$ cat config.mk
export PLATFORM = sky130hd
export DESIGN_NAME = uart_irq_ident
export DESIGN_NICKNAME = d
export VERILOG_FILES = /design/src/rtl/uart_irq_pkg.sv /design/src/rtl/uart_irq_abflag.sv /design/src/rtl/uart_irq_txe_arm.sv /design/src/rtl/uart_irq_ident.sv
export SDC_FILE = /design/constraint.sdc
export NUM_CORES = 1
export LEC_CHECK = 0
export ABC_AREA = 1
export ABC_CLOCK_PERIOD_IN_PS = 1100
export BUFFER_PORTS_ARGS = -buffer_cell sky130_fd_sc_hd__buf_2
export CORE_MARGIN = 3
export CORE_UTILIZATION = 39
export CTS_CLUSTER_DIAMETER = 120
export CTS_CLUSTER_SIZE = 24
export DETAILED_ROUTE_END_ITERATION = 7
export PLACE_DENSITY = 0.77
export RECOVER_POWER = 50
export SKIP_LAST_GASP = 1
export SYNTH_ARGS = -nofsm -noshare
export SYNTH_HDL_FRONTEND = slang
export SYNTH_SLANG_ARGS = --single-unit
$ cat constraint.sdc
create_clock -name clk -period 1.1 [get_ports clk]
set_clock_uncertainty 0.1 [all_clocks]
set_input_delay 0.22 -clock clk [delete_from_list [all_inputs] [get_ports clk]]
set_output_delay 0.22 -clock clk [all_outputs]
set_load 0.05 [all_outputs]
$ cat src/rtl/uart_irq_pkg.sv
package uart_irq_pkg;

    localparam int WORD_W = 32;
    localparam int CODE_W = 3;

    localparam logic [CODE_W-1:0] CODE_NONE = 3'b000;
    localparam logic [CODE_W-1:0] CODE_LINE = 3'b011;
    localparam logic [CODE_W-1:0] CODE_DATA = 3'b010;
    localparam logic [CODE_W-1:0] CODE_TOUT = 3'b110;
    localparam logic [CODE_W-1:0] CODE_TXE  = 3'b001;

    typedef struct packed {
        logic txe;
        logic tout;
        logic data;
        logic line;
    } src_vec_t;

    typedef struct packed {
        logic              pending;
        logic [CODE_W-1:0] code;
    } verdict_t;

    function automatic verdict_t rank_sources(src_vec_t s);
        verdict_t v;
        v.pending = 1'b1;
        if (s.line)      v.code = CODE_LINE;
        else if (s.data) v.code = CODE_DATA;
        else if (s.tout) v.code = CODE_TOUT;
        else if (s.txe)  v.code = CODE_TXE;
        else begin
            v.pending = 1'b0;
            v.code    = CODE_NONE;
        end
        return v;
    endfunction

    function automatic logic [WORD_W-1:0] pack_word(verdict_t v, logic fifo, logic [1:0] ab);
        logic [WORD_W-1:0] w;
        w      = '0;
        w[0]   = ~v.pending;
        w[3:1] = v.code;
        w[7:6] = {2{fifo}};
        w[9:8] = ab;
        return w;
    endfunction

endpackage

$ cat src/rtl/uart_irq_abflag.sv
module uart_irq_abflag (
    input  logic clk,
    input  logic rst,
    input  logic evt,
    input  logic en,
    input  logic clr,
    output logic flag
);
    logic set_now;
    assign set_now = evt & en;

    always_ff @(posedge clk) begin
        if (rst)          flag <= 1'b0;
        else if (set_now) flag <= 1'b1;
        else if (clr)     flag <= 1'b0;
    end
endmodule

$ cat src/rtl/uart_irq_txe_arm.sv
module uart_irq_txe_arm (
    input  logic clk,
    input  logic rst,
    input  logic lvl,
    input  logic ack,
    output logic pend
);
    logic lvl_q;
    logic rise;
    assign rise = lvl & ~lvl_q;

    always_ff @(posedge clk) begin
        if (rst) begin
            lvl_q <= 1'b0;
            pend  <= 1'b0;
        end else begin
            lvl_q <= lvl;
            if (rise)     pend <= 1'b1;
            else if (ack) pend <= 1'b0;
        end
    end
endmodule

$ cat src/rtl/uart_irq_ident.sv
module uart_irq_ident
    import uart_irq_pkg::*;
#(
    parameter int NUM_AB = 2
) (
    input  logic              clk,
    input  logic              rst,
    input  logic              rls_lvl,
    input  logic              rda_lvl,
    input  logic              cti_lvl,
    input  logic              thre_lvl,
    input  logic [3:0]        src_en,
    input  logic              abend_pulse,
    input  logic              abto_pulse,
    input  logic              abend_en,
    input  logic              abto_en,
    input  logic              abend_clr,
    input  logic              abto_clr,
    input  logic              fifo_en,
    input  logic              rd_active,
    output logic [WORD_W-1:0] id_word,
    output logic              irq
);
    localparam logic [WORD_W-1:0] RESET_WORD = {{(WORD_W-1){1'b0}}, 1'b1};

    logic [NUM_AB-1:0] ab_evt, ab_en, ab_clr, ab_flag;
    assign ab_evt = {abto_pulse, abend_pulse};
    assign ab_en  = {abto_en, abend_en};
    assign ab_clr = {abto_clr, abend_clr};

    genvar gi;
    generate
        for (gi = 0; gi < NUM_AB; gi++) begin : g_ab
            uart_irq_abflag u_flag (
                .clk  (clk),
                .rst  (rst),
                .evt  (ab_evt[gi]),
                .en   (ab_en[gi]),
                .clr  (ab_clr[gi]),
                .flag (ab_flag[gi])
            );
        end
    endgenerate

    logic rd_q;
    logic txe_ack;
    logic txe_pend;
    assign txe_ack = rd_active & ~rd_q & (id_word[3:1] == CODE_TXE) & ~id_word[0];

    uart_irq_txe_arm u_txe (
        .clk  (clk),
        .rst  (rst),
        .lvl  (thre_lvl),
        .ack  (txe_ack),
        .pend (txe_pend)
    );

    src_vec_t          live_src;
    verdict_t          live_v;
    logic [WORD_W-1:0] live_word;

    always_comb begin
        live_src.line = rls_lvl  & src_en[0];
        live_src.data = rda_lvl  & src_en[1];
        live_src.tout = cti_lvl  & src_en[2];
        live_src.txe  = txe_pend & src_en[3];
        live_v        = rank_sources(live_src);
        live_word     = pack_word(live_v, fifo_en, ab_flag[1:0]);
    end

    always_ff @(posedge clk) begin
        if (rst) begin
            id_word <= RESET_WORD;
            irq     <= 1'b0;
            rd_q    <= 1'b0;
        end else begin
            rd_q <= rd_active;
            irq  <= live_v.pending | (|ab_flag);
            if (!rd_active) id_word <= live_word;
        end
    end
endmodule

==> results of run 1 <==
[report_power, final]
| part | switching (mW) | internal, mW | leakage [nW] |
|---|---|---|---|
| clock | 0.137 | 0.140 | 0.0150 |
| combinational | 0.332 | 0.115 | 0.371 |
| sequential | 0.0237 | 0.505 | 0.111 |
| total | 0.493 | 0.760 | 0.497 |
[layout by cell type (no fill, tap or decap)]
| master | instances |
|---|---|
| sky130_fd_sc_hd__clkbuf_1 | 2 |
| sky130_fd_sc_hd__inv_1 | 9 |
| sky130_fd_sc_hd__o21ai_1 | 1 |
| sky130_fd_sc_hd__o21ai_0 | 5 |
| sky130_fd_sc_hd__buf_6 | 2 |
| sky130_fd_sc_hd__nor2_2 | 3 |
| sky130_fd_sc_hd__dfxtp_4 | 2 |
| sky130_fd_sc_hd__buf_2 | 16 |
| sky130_fd_sc_hd__nor2_1 | 14 |
| sky130_fd_sc_hd__dfxtp_2 | 6 |
| sky130_fd_sc_hd__conb_1 | 24 |
| sky130_fd_sc_hd__clkbuf_4 | 3 |
| sky130_fd_sc_hd__buf_4 | 4 |
| sky130_fd_sc_hd__inv_2 | 1 |
| sky130_fd_sc_hd__nand2_4 | 1 |
| sky130_fd_sc_hd__nand3_1 | 4 |
| sky130_fd_sc_hd__nand2_1 | 15 |
| sky130_fd_sc_hd__a21oi_1 | 3 |
| sky130_fd_sc_hd__buf_8 | 7 |
| sky130_fd_sc_hd__a21oi_2 | 1 |
| sky130_fd_sc_hd__dfxtp_1 | 5 |
| sky130_fd_sc_hd__inv_4 | 1 |
[stage by stage]
step	util (%)	TNS, ns	cells
2_1_floorplan	-	0	121
3_3_place_gp	48.0	0	145
3_5_place_dp	48.0	0	145
4_1_cts	55.5	-0.0978	152
5_1_grt	57.1	-0.127	153
6_report	57.1	-0.00412	153
[cells by family after synthesis]
kind of cell,Yosys count
AOI/OAI and AO/OA,10
buffers and inverters,37
DFF,13
other,1
and+or+nand+nor,37
[per-layer routing]
metal	vias up	GRT usage, %	part of all wire, %
met5	-	0	0
met4	0	4.27	1.5
met3	3	3.98	12
met2	33	19.9	48
met1	254	11.5	38
li1	311	-	-
[synthesized netlist by cell type]
library cell and number:
sky130_fd_sc_hd__o21ai_2 1, sky130_fd_sc_hd__nand2_4 1, sky130_fd_sc_hd__buf_4 25, sky130_fd_sc_hd__dfxtp_1 13, sky130_fd_sc_hd__a21oi_2 1, sky130_fd_sc_hd__inv_4 1, sky130_fd_sc_hd__buf_2 1, sky130_fd_sc_hd__nand3_1 4
sky130_fd_sc_hd__inv_1 9, sky130_fd_sc_hd__nand2_1 15, sky130_fd_sc_hd__nor2_1 14, sky130_fd_sc_hd__o21ai_1 1, sky130_fd_sc_hd__a21oi_1 3, sky130_fd_sc_hd__nor2_2 3, sky130_fd_sc_hd__inv_2 1, sky130_fd_sc_hd__conb_1 1
sky130_fd_sc_hd__o21ai_0 4
[sequential cells by signal, indices dropped and copies added, names as in the netlist]
name and count:
u_txe.lvl_q 1, rd_q 1, u_txe.pend 1, id_word 7, g_ab.u_flag.flag 2, irq 1
[final cells by class]
| cell class | instances | area share, % |
|---|---|---|
| tap | 24 | 3.27 |
| clock buffer | 4 | 2.86 |
| timing repair buffer | 30 | 26.3 |
| multi-input combinational | 71 | 32.9 |
| inverter | 11 | 4.76 |
| sequential | 13 | 29.9 |
[worst paths after layout]
path	slack, ns	cells past startpoint	startpoint	to
min	0.07	3	thre_lvl	u_txe.lvl_q$_SDFF_PP0_
min reg2reg	0.36	3	u_txe.lvl_q$_SDFF_PP0_	u_txe.pend$_SDFFE_PP0P_
max reg2reg	0.13	6	id_word[1]$_SDFFE_PP0N_	u_txe.pend$_SDFFE_PP0P_
max	-0.003	1	id_word[7]$_SDFFE_PP0N_	id_word[7]
[timing repair]
item | 4_1_cts | 5_1_grt
endpoints found under the setup margin | 9 | 8
pin swaps | 0 | 0
resized for setup | 25 | 8
buffers inserted | 3 | 1
==> Implementation_results.wiki, run 1 <==
{| class="wikitable"
! Metric !! Value
|-
| CTS tree || done
|-
| Area occupied by multi-input gates || about 300 um^2
|-
| Arr. time, crit path || 0.78 ns
|-
| Run status || finished with violations
|-
| Unrepaired setup endpoints after global routing || true
|-
| Main combinational cell family by area after synthesis || buffers and inverters
|-
| Share of layout cells above drive strength 1 || a little over a third
|-
| Post-synth top area share || between 30% and 40%
|-
| Post-place setup slack || roughly 0.16 ns
|-
| Crit share post-route || 100%
|-
| Category of the worst setup path launch point || flip-flop
|-
| Max-cap viol count || 0
|-
| Req. time, crit path || about 0.8 ns
|-
| Most area-consuming cells after synthesis || sky130_fd_sc_hd__dfxtp_1 36%, sky130_fd_sc_hd__buf_4 26%, sky130_fd_sc_hd__nand2_1 7.9%
|-
| Effective utilization at floorplan || ~44%
|-
| Total routing usage reported by global routing || around 11%
|-
| Placeable core region || between 1500 and 2000 um^2
|-
| Final ANT Viol Nets || 0
|-
| Via density || 3.93
|-
| Detailed Route Iter0 Violations || 4
|-
| Number of levels the H-tree was split into || 1
|-
| Hold Crit Class || in2reg
|-
| Final critical path time including I/O delays and setup || ~1.1 ns
|-
| Seq/Total Area, Yosys || about 36%
|-
| Count of state elements after synthesis || 13
|-
| Number of buffers added to fix hold violations after cts || 0
|-
| Violated checks || negative setup slack
|-
| Sum of buffers and inverters on the critical path || 1
|-
| Multiplexer fraction of the synthesized cell area || 0%
|-
| Via count of the first global-routing pass || roughly 520
|-
| Setup Viol. Count Final || 2
|-
| Cell count after synthesis || 98
|-
| Area Growth Syn to Fin || 28.3%
|-
| Cell type contributing the most total cell area after synthesis || sky130_fd_sc_hd__dfxtp_1
|-
| Worst hold slack across all endpoints || 0.0725 ns
|-
| Maximum vdd ir drop || 0.000606 V
|-
| Post-layout nets || roughly 150
|-
| CTS Root Buffer Type || sky130_fd_sc_hd__clkbuf_4
|-
| Cts bufs inserted || 3
|-
| Antenna violations before repair || 0
|-
| Number of detailed-routing iterations run before antenna repair || 4
|-
| Total number of yosys warnings || 0
|-
| Post-synthesis cell area || around 720 um^2
|-
| Std cell rows || 14
|-
| Placement Cell Area || 773 um^2
|-
| Static Leak || approximately 0.50 nW
|-
| Final weighted congestion in routability-driven placement || approximately 0.8
|-
| Clock transition at the register clock pins on the worst setup and hold paths after CTS || about 0.070 ns
|-
| Classification of the worst setup path || reg2out
|-
| Number of diodes added for antenna fixing || 0
|-
| Highest fanout seen on the critical path || 3
|-
| Cell with the biggest individual delay on the critical path || sky130_fd_sc_hd__dfxtp_4
|-
| Kind of end point of the critical path || output pin
|-
| Crit-path cells || buf_8
|-
| Final count of hold timing violations || 0
|-
| Number of sinks handled by clock tree synthesis || 13
|-
| Synthesized-area fraction occupied by adder cells || 0%
|-
| Count of pins over their slew limit || 0
|-
| Synth unique cells || 17
|-
| Avg Cell Area, Syn || 7.32 um^2
|-
| Power consumption || 1.25 mW
|-
| I/O pin total || 51
|-
| Placed wire-length estimate after detailed placement || around 1.1 mm
|-
| Die height || between 40 and 50 um
|-
| Post-synthesis share of cell area spent on xor and xnor gates || 0%
|-
| DRC viols || 0
|-
| Fillers || around 170
|-
| Total area of sequential cells || 275 um^2
|-
| GRT Residual Overflow || 0
|-
| Insertion delay to the later sink of the worst-skew pair || between 0.2 and 0.3 ns
|-
| Drt total wl || approximately 1.3 mm
|-
| Avg WL per Cell || between 8 and 9 um
|-
| Pin count of the biggest net entering global routing || 9
|-
| Post-synthesis share of cell area spent on and, or, nand and nor gates || between 20 and 25%
|-
| Final design instance area without fill || 920 um^2
|-
| Timing-limited maximum frequency || just over 900 MHz
|-
| Buffers added on ports || 26
|-
| Stage delay of the slowest cell on the critical path || approximately 0.37 ns
|-
| Minimum setup slack in the final design || -0.00260 ns
|-
| Crit path max-delay family || flip-flops
|-
| Detailed-route via count || between 600 and 700
|-
| Wire length of the first global-routing pass || 2.11 mm
|-
| Post-synthesis compound-gate area fraction || ~8.0%
|-
| Total Die Area || 2390 um^2
|-
| Chip Width || just under 50 um
|-
| Maximum clock path buffer count || 2
|-
| Power per cell area || between 1000 and 1500 nW/um^2
|}
Note: power is estimated with default switching activity, not from simulation.
==> run 2: changes to the inputs <==
- ABC_AREA: 1 -> default
- CORE_UTILIZATION: 39 -> 38
- PLACE_DENSITY: 0.77 -> 0.76
==> run 2 against run 1 <==
- the run still ends with negative setup slack left
- utilization shrank 1.6 points
- register-to-register slack lost 0.17 ns
- fmax shrank 6.4%
- count of clock-buffer cells in the layout is the same
- total power shrank 1.9%
- sequential cell count is the same
- worst hold slack gained 0.016 ns
- global-route usage grew 0.14 points
- first-iteration DRC count grew 50%
==> Implementation_results.wiki, run 2 <==
{| class="wikitable"
! Metric !! Value
|-
| Top cells by count, synth || 26 x sky130_fd_sc_hd__buf_4, 13 x sky130_fd_sc_hd__dfxtp_1, 5 x sky130_fd_sc_hd__nand2_1, 4 x sky130_fd_sc_hd__inv_1
|-
| Setup Viol. Count Final || 5
|-
| Final weighted congestion in routability-driven placement || 0.790
|-
| CTS Root Buffer Type || sky130_fd_sc_hd__clkbuf_4
|-
| Cts bufs inserted || 3
|-
| Number of diodes added for antenna fixing || 0
|-
| Total number of yosys warnings || 0
|-
| Switching power || between 0.4 and 0.5 mW
|-
| Share of layout cells above drive strength 1 || 39.4%
|-
| Static Leak || roughly 0.42 nW
|-
| Unrepaired setup endpoints after global routing || true
|-
| Maximum vdd ir drop || between 0.0006 and 0.0007 V
|-
| Global route hottest layer || met2
|-
| Effective utilization at floorplan || a little over two fifths
|-
| Cell count after synthesis || between 70 and 80
|-
| Max-cap viol count || 0
|-
| Chip Width || 48.5 um
|-
| Reg with most FFs || id_word
|-
| Cell type contributing the most total cell area after synthesis || sky130_fd_sc_hd__dfxtp_1
|-
| Most used flip-flop cell after synthesis || sky130_fd_sc_hd__dfxtp_1
|-
| Detailed Route Iter0 Violations || 6
|-
| Run status || finished with violations
|-
| Placed wire-length estimate after detailed placement || roughly 1 mm
|-
| Wire length of the first global-routing pass || roughly 1.9 mm
|-
| Crit-path cells || buf_6, buf_8
|-
| GRT Residual Overflow || 0
|-
| DRC viols || 0
|-
| Total Die Area || 2350 um^2
|-
| Final critical path time including I/O delays and setup || about 1.2 ns
|-
| Avg Cell Area, Syn || between 9 and 10 um^2
|-
| Most frequent cells in the layout || 24 x sky130_fd_sc_hd__conb_1, 16 x sky130_fd_sc_hd__buf_2, 9 x sky130_fd_sc_hd__buf_8
|-
| Category of the worst setup path launch point || flip-flop
|-
| Most common cell after layout, fill and taps aside || sky130_fd_sc_hd__conb_1
|-
| Fraction of power consumed by combinational cells || between 30% and 40%
|-
| Power per cell area || ~1400 nW/um^2
|-
| Area Growth Syn to Fin || 28.8%
|-
| Post-layout util || a little under three fifths
|-
| Largest registers || id_word x7, g_ab.u_flag.flag x2
|-
| Std cell rows || 14
|-
| Synth unique cells || 21
|-
| Number of sinks handled by clock tree synthesis || 13
|-
| Insertion delay to the later sink of the worst-skew pair || roughly 0.27 ns
|-
| Buffers added on ports || 26
|-
| Most repeated cell in the gate-level netlist after synthesis || sky130_fd_sc_hd__buf_4
|-
| Number of levels the H-tree was split into || 1
|-
| Via count of the first global-routing pass || 433
|-
| Highest fanout seen on the critical path || 2
|-
| Cell with the biggest individual delay on the critical path || sky130_fd_sc_hd__dfxtp_2
|-
| Kind of end point of the critical path || output pin
|-
| Seq/Total Area, Yosys || between 30% and 40%
|-
| Met2 GRT Util || 17.0%
|-
| Detailed-route via count || between 500 and 600
|-
| Flip-flop count of the largest register, all copies and words added || 7
|-
| Global-route met3 utilization || about 5.2%
|-
| Req. time, crit path || 0.78 ns
|-
| Pin count of the biggest net entering global routing || 13
|-
| Placeable core region || ~1600 um^2
|-
| Internal power summed over all cells || ~0.75 mW
|-
| Clock network fraction of design power || a little under a quarter
|-
| Post-layout nets || roughly 120
|-
| Post-synth top area share || 38.0%
|-
| Die height || 48.5 um
|-
| Fillers || around 160
|-
| I/O pin total || 51
|-
| Via density || between 4 and 5
|-
| Clock transition at the register clock pins on the worst setup and hold paths after CTS || 0.08 ns
|-
| Maximum clock path buffer count || 2
|-
| Crit share post-route || 107%
|-
| CTS tree || done
|-
| Switch share || about two fifths
|-
| Count of state elements after synthesis || 13
|-
| Most area-consuming cells after synthesis || sky130_fd_sc_hd__dfxtp_1 38%, sky130_fd_sc_hd__buf_4 28%, sky130_fd_sc_hd__mux2i_1 4.4%
|-
| Classification of the worst setup path || reg2out
|-
| Hold Crit Class || in2reg
|-
| Total routing usage reported by global routing || between 10% and 20%
|-
| Count of pins over their slew limit || 0
|-
| Crit path max-delay family || flip-flops
|-
| Number of detailed-routing iterations run before antenna repair || 3
|-
| Arr. time, crit path || 0.86 ns
|-
| Global routing usage on met1 || a little under an eighth
|-
| Post-synthesis cell area || 686 um^2
|-
| Sum of buffers and inverters on the critical path || 2
|-
| Antenna violations before repair || 0
|-
| Stage delay of the slowest cell on the critical path || 0.34 ns
|-
| Minimum setup slack in the final design || -0.0785 ns
|-
| Post-place setup slack || -0.0533 ns
|-
| Seq pwr share || between 40% and 50%
|-
| Final ANT Viol Nets || 0
|-
| Violated checks || negative setup slack
|-
| Avg WL per Cell || 10.7 um
|-
| Drt total wl || between 1 and 1.5 mm
|-
| Final count of hold timing violations || 0
|-
| Timing-limited maximum frequency || between 800 and 900 MHz
|-
| Number of synthesized flops with an enable pin || 0
|-
| Fraction of synthesis flops using an asynchronous set or reset pin || 0%
|}
## run 2: cell types whose count changed after synthesis, sizes merged, moves of 2 or more
cell	delta
nor2	-14
nand2	-11
inv	-7
o21ai	-4
mux2i	+3
a221oi	+2
a22oi	+2
nand2b	+2
nand3	-2
nor2b	+2
## run 2: logic make-up after synthesis
group,after synthesis,synth area share (%)
AND/OR/NAND/NOR,16,12.6
flip-flops,13,38.0
AO/OA/AOI/OAI,12,13.1
buffers and inverters,31,31.4
multiplexers,3,4.38
other,1,0.547
## run 2: area by class of cell
| type | instances | area [um^2] | area share [%] |
|---|---|---|---|
| well taps | 24 | 30.0 | 3.40 |
| flip-flops and latches | 13 | 278 | 31.4 |
| repair buffers | 28 | 238 | 26.9 |
| multi-input cells | 55 | 297 | 33.6 |
| inverters | 4 | 15.0 | 1.70 |
| clock buffers | 4 | 26.3 | 2.97 |
## run 2: per-layer routing
| metal | part of all wire, % | vias up |
|---|---|---|
| met5 | 0 | - |
| met4 | 0.73 | 0 |
| met3 | 12 | 2 |
| met2 | 47 | 35 |
| met1 | 40 | 222 |
| li1 | - | 261 |
## run 2: worst paths after layout
check                                endpoint  slack (ns)  depth (start not counted)                              from
max                                id_word[0]       -0.08                          2           id_word[0]$_SDFFE_PP1N_
min          g_ab[1].u_flag.flag$_SDFFE_PP0P_        0.09                          3                           abto_en
max reg2reg           u_txe.pend$_SDFFE_PP0P_       -0.04                          3                   rd_q$_SDFF_PP0_
min reg2reg  g_ab[0].u_flag.flag$_SDFFE_PP0P_        0.39                          2  g_ab[0].u_flag.flag$_SDFFE_PP0P_
## run 2: through the flow
stage | area, um^2 | setup TNS (ns) | power [mW] | instances | hold slack [ns]
finish | 883 | -0.139 | 1.23 | 128 | 0.0889
global route | 883 | -0.366 | 1.28 | 128 | 0.0821
CTS | 850 | -0.289 | 1.23 | 127 | 0.0771
detailed placement | 748 | -0.126 | 0.898 | 123 | 0.368
global placement | 748 | -0.0119 | 0.893 | 123 | 0.358
floorplan | 781 | -0.127 | 0.901 | 99 | 0.203
## run 2: worst register-to-register path: cells and delay by family (launching register included)
kind            cells  cell delay, ns
simple gates        2            0.39
flops               1            0.32
compound gates      1            0.22
## run 2: power groups by stage
stage          logic [mW]  clock network [mW]  registers [mW]
2_1_floorplan       0.313                   0           0.588
3_3_place_gp        0.366                   0           0.528
3_5_place_dp        0.368                   0           0.529
4_1_cts             0.400               0.302           0.525
5_1_grt             0.434               0.316           0.528
6_report            0.416               0.289           0.524
## run 2: repair_timing
action                                 in CTS  in global routing
setup endpoints to repair                  10                 10
pin swaps                                   1                  3
gates resized for setup                    25                  8
endpoints found under the hold margin       0                  0
setup buffers                               0                  1
hold buffers                                0                  0
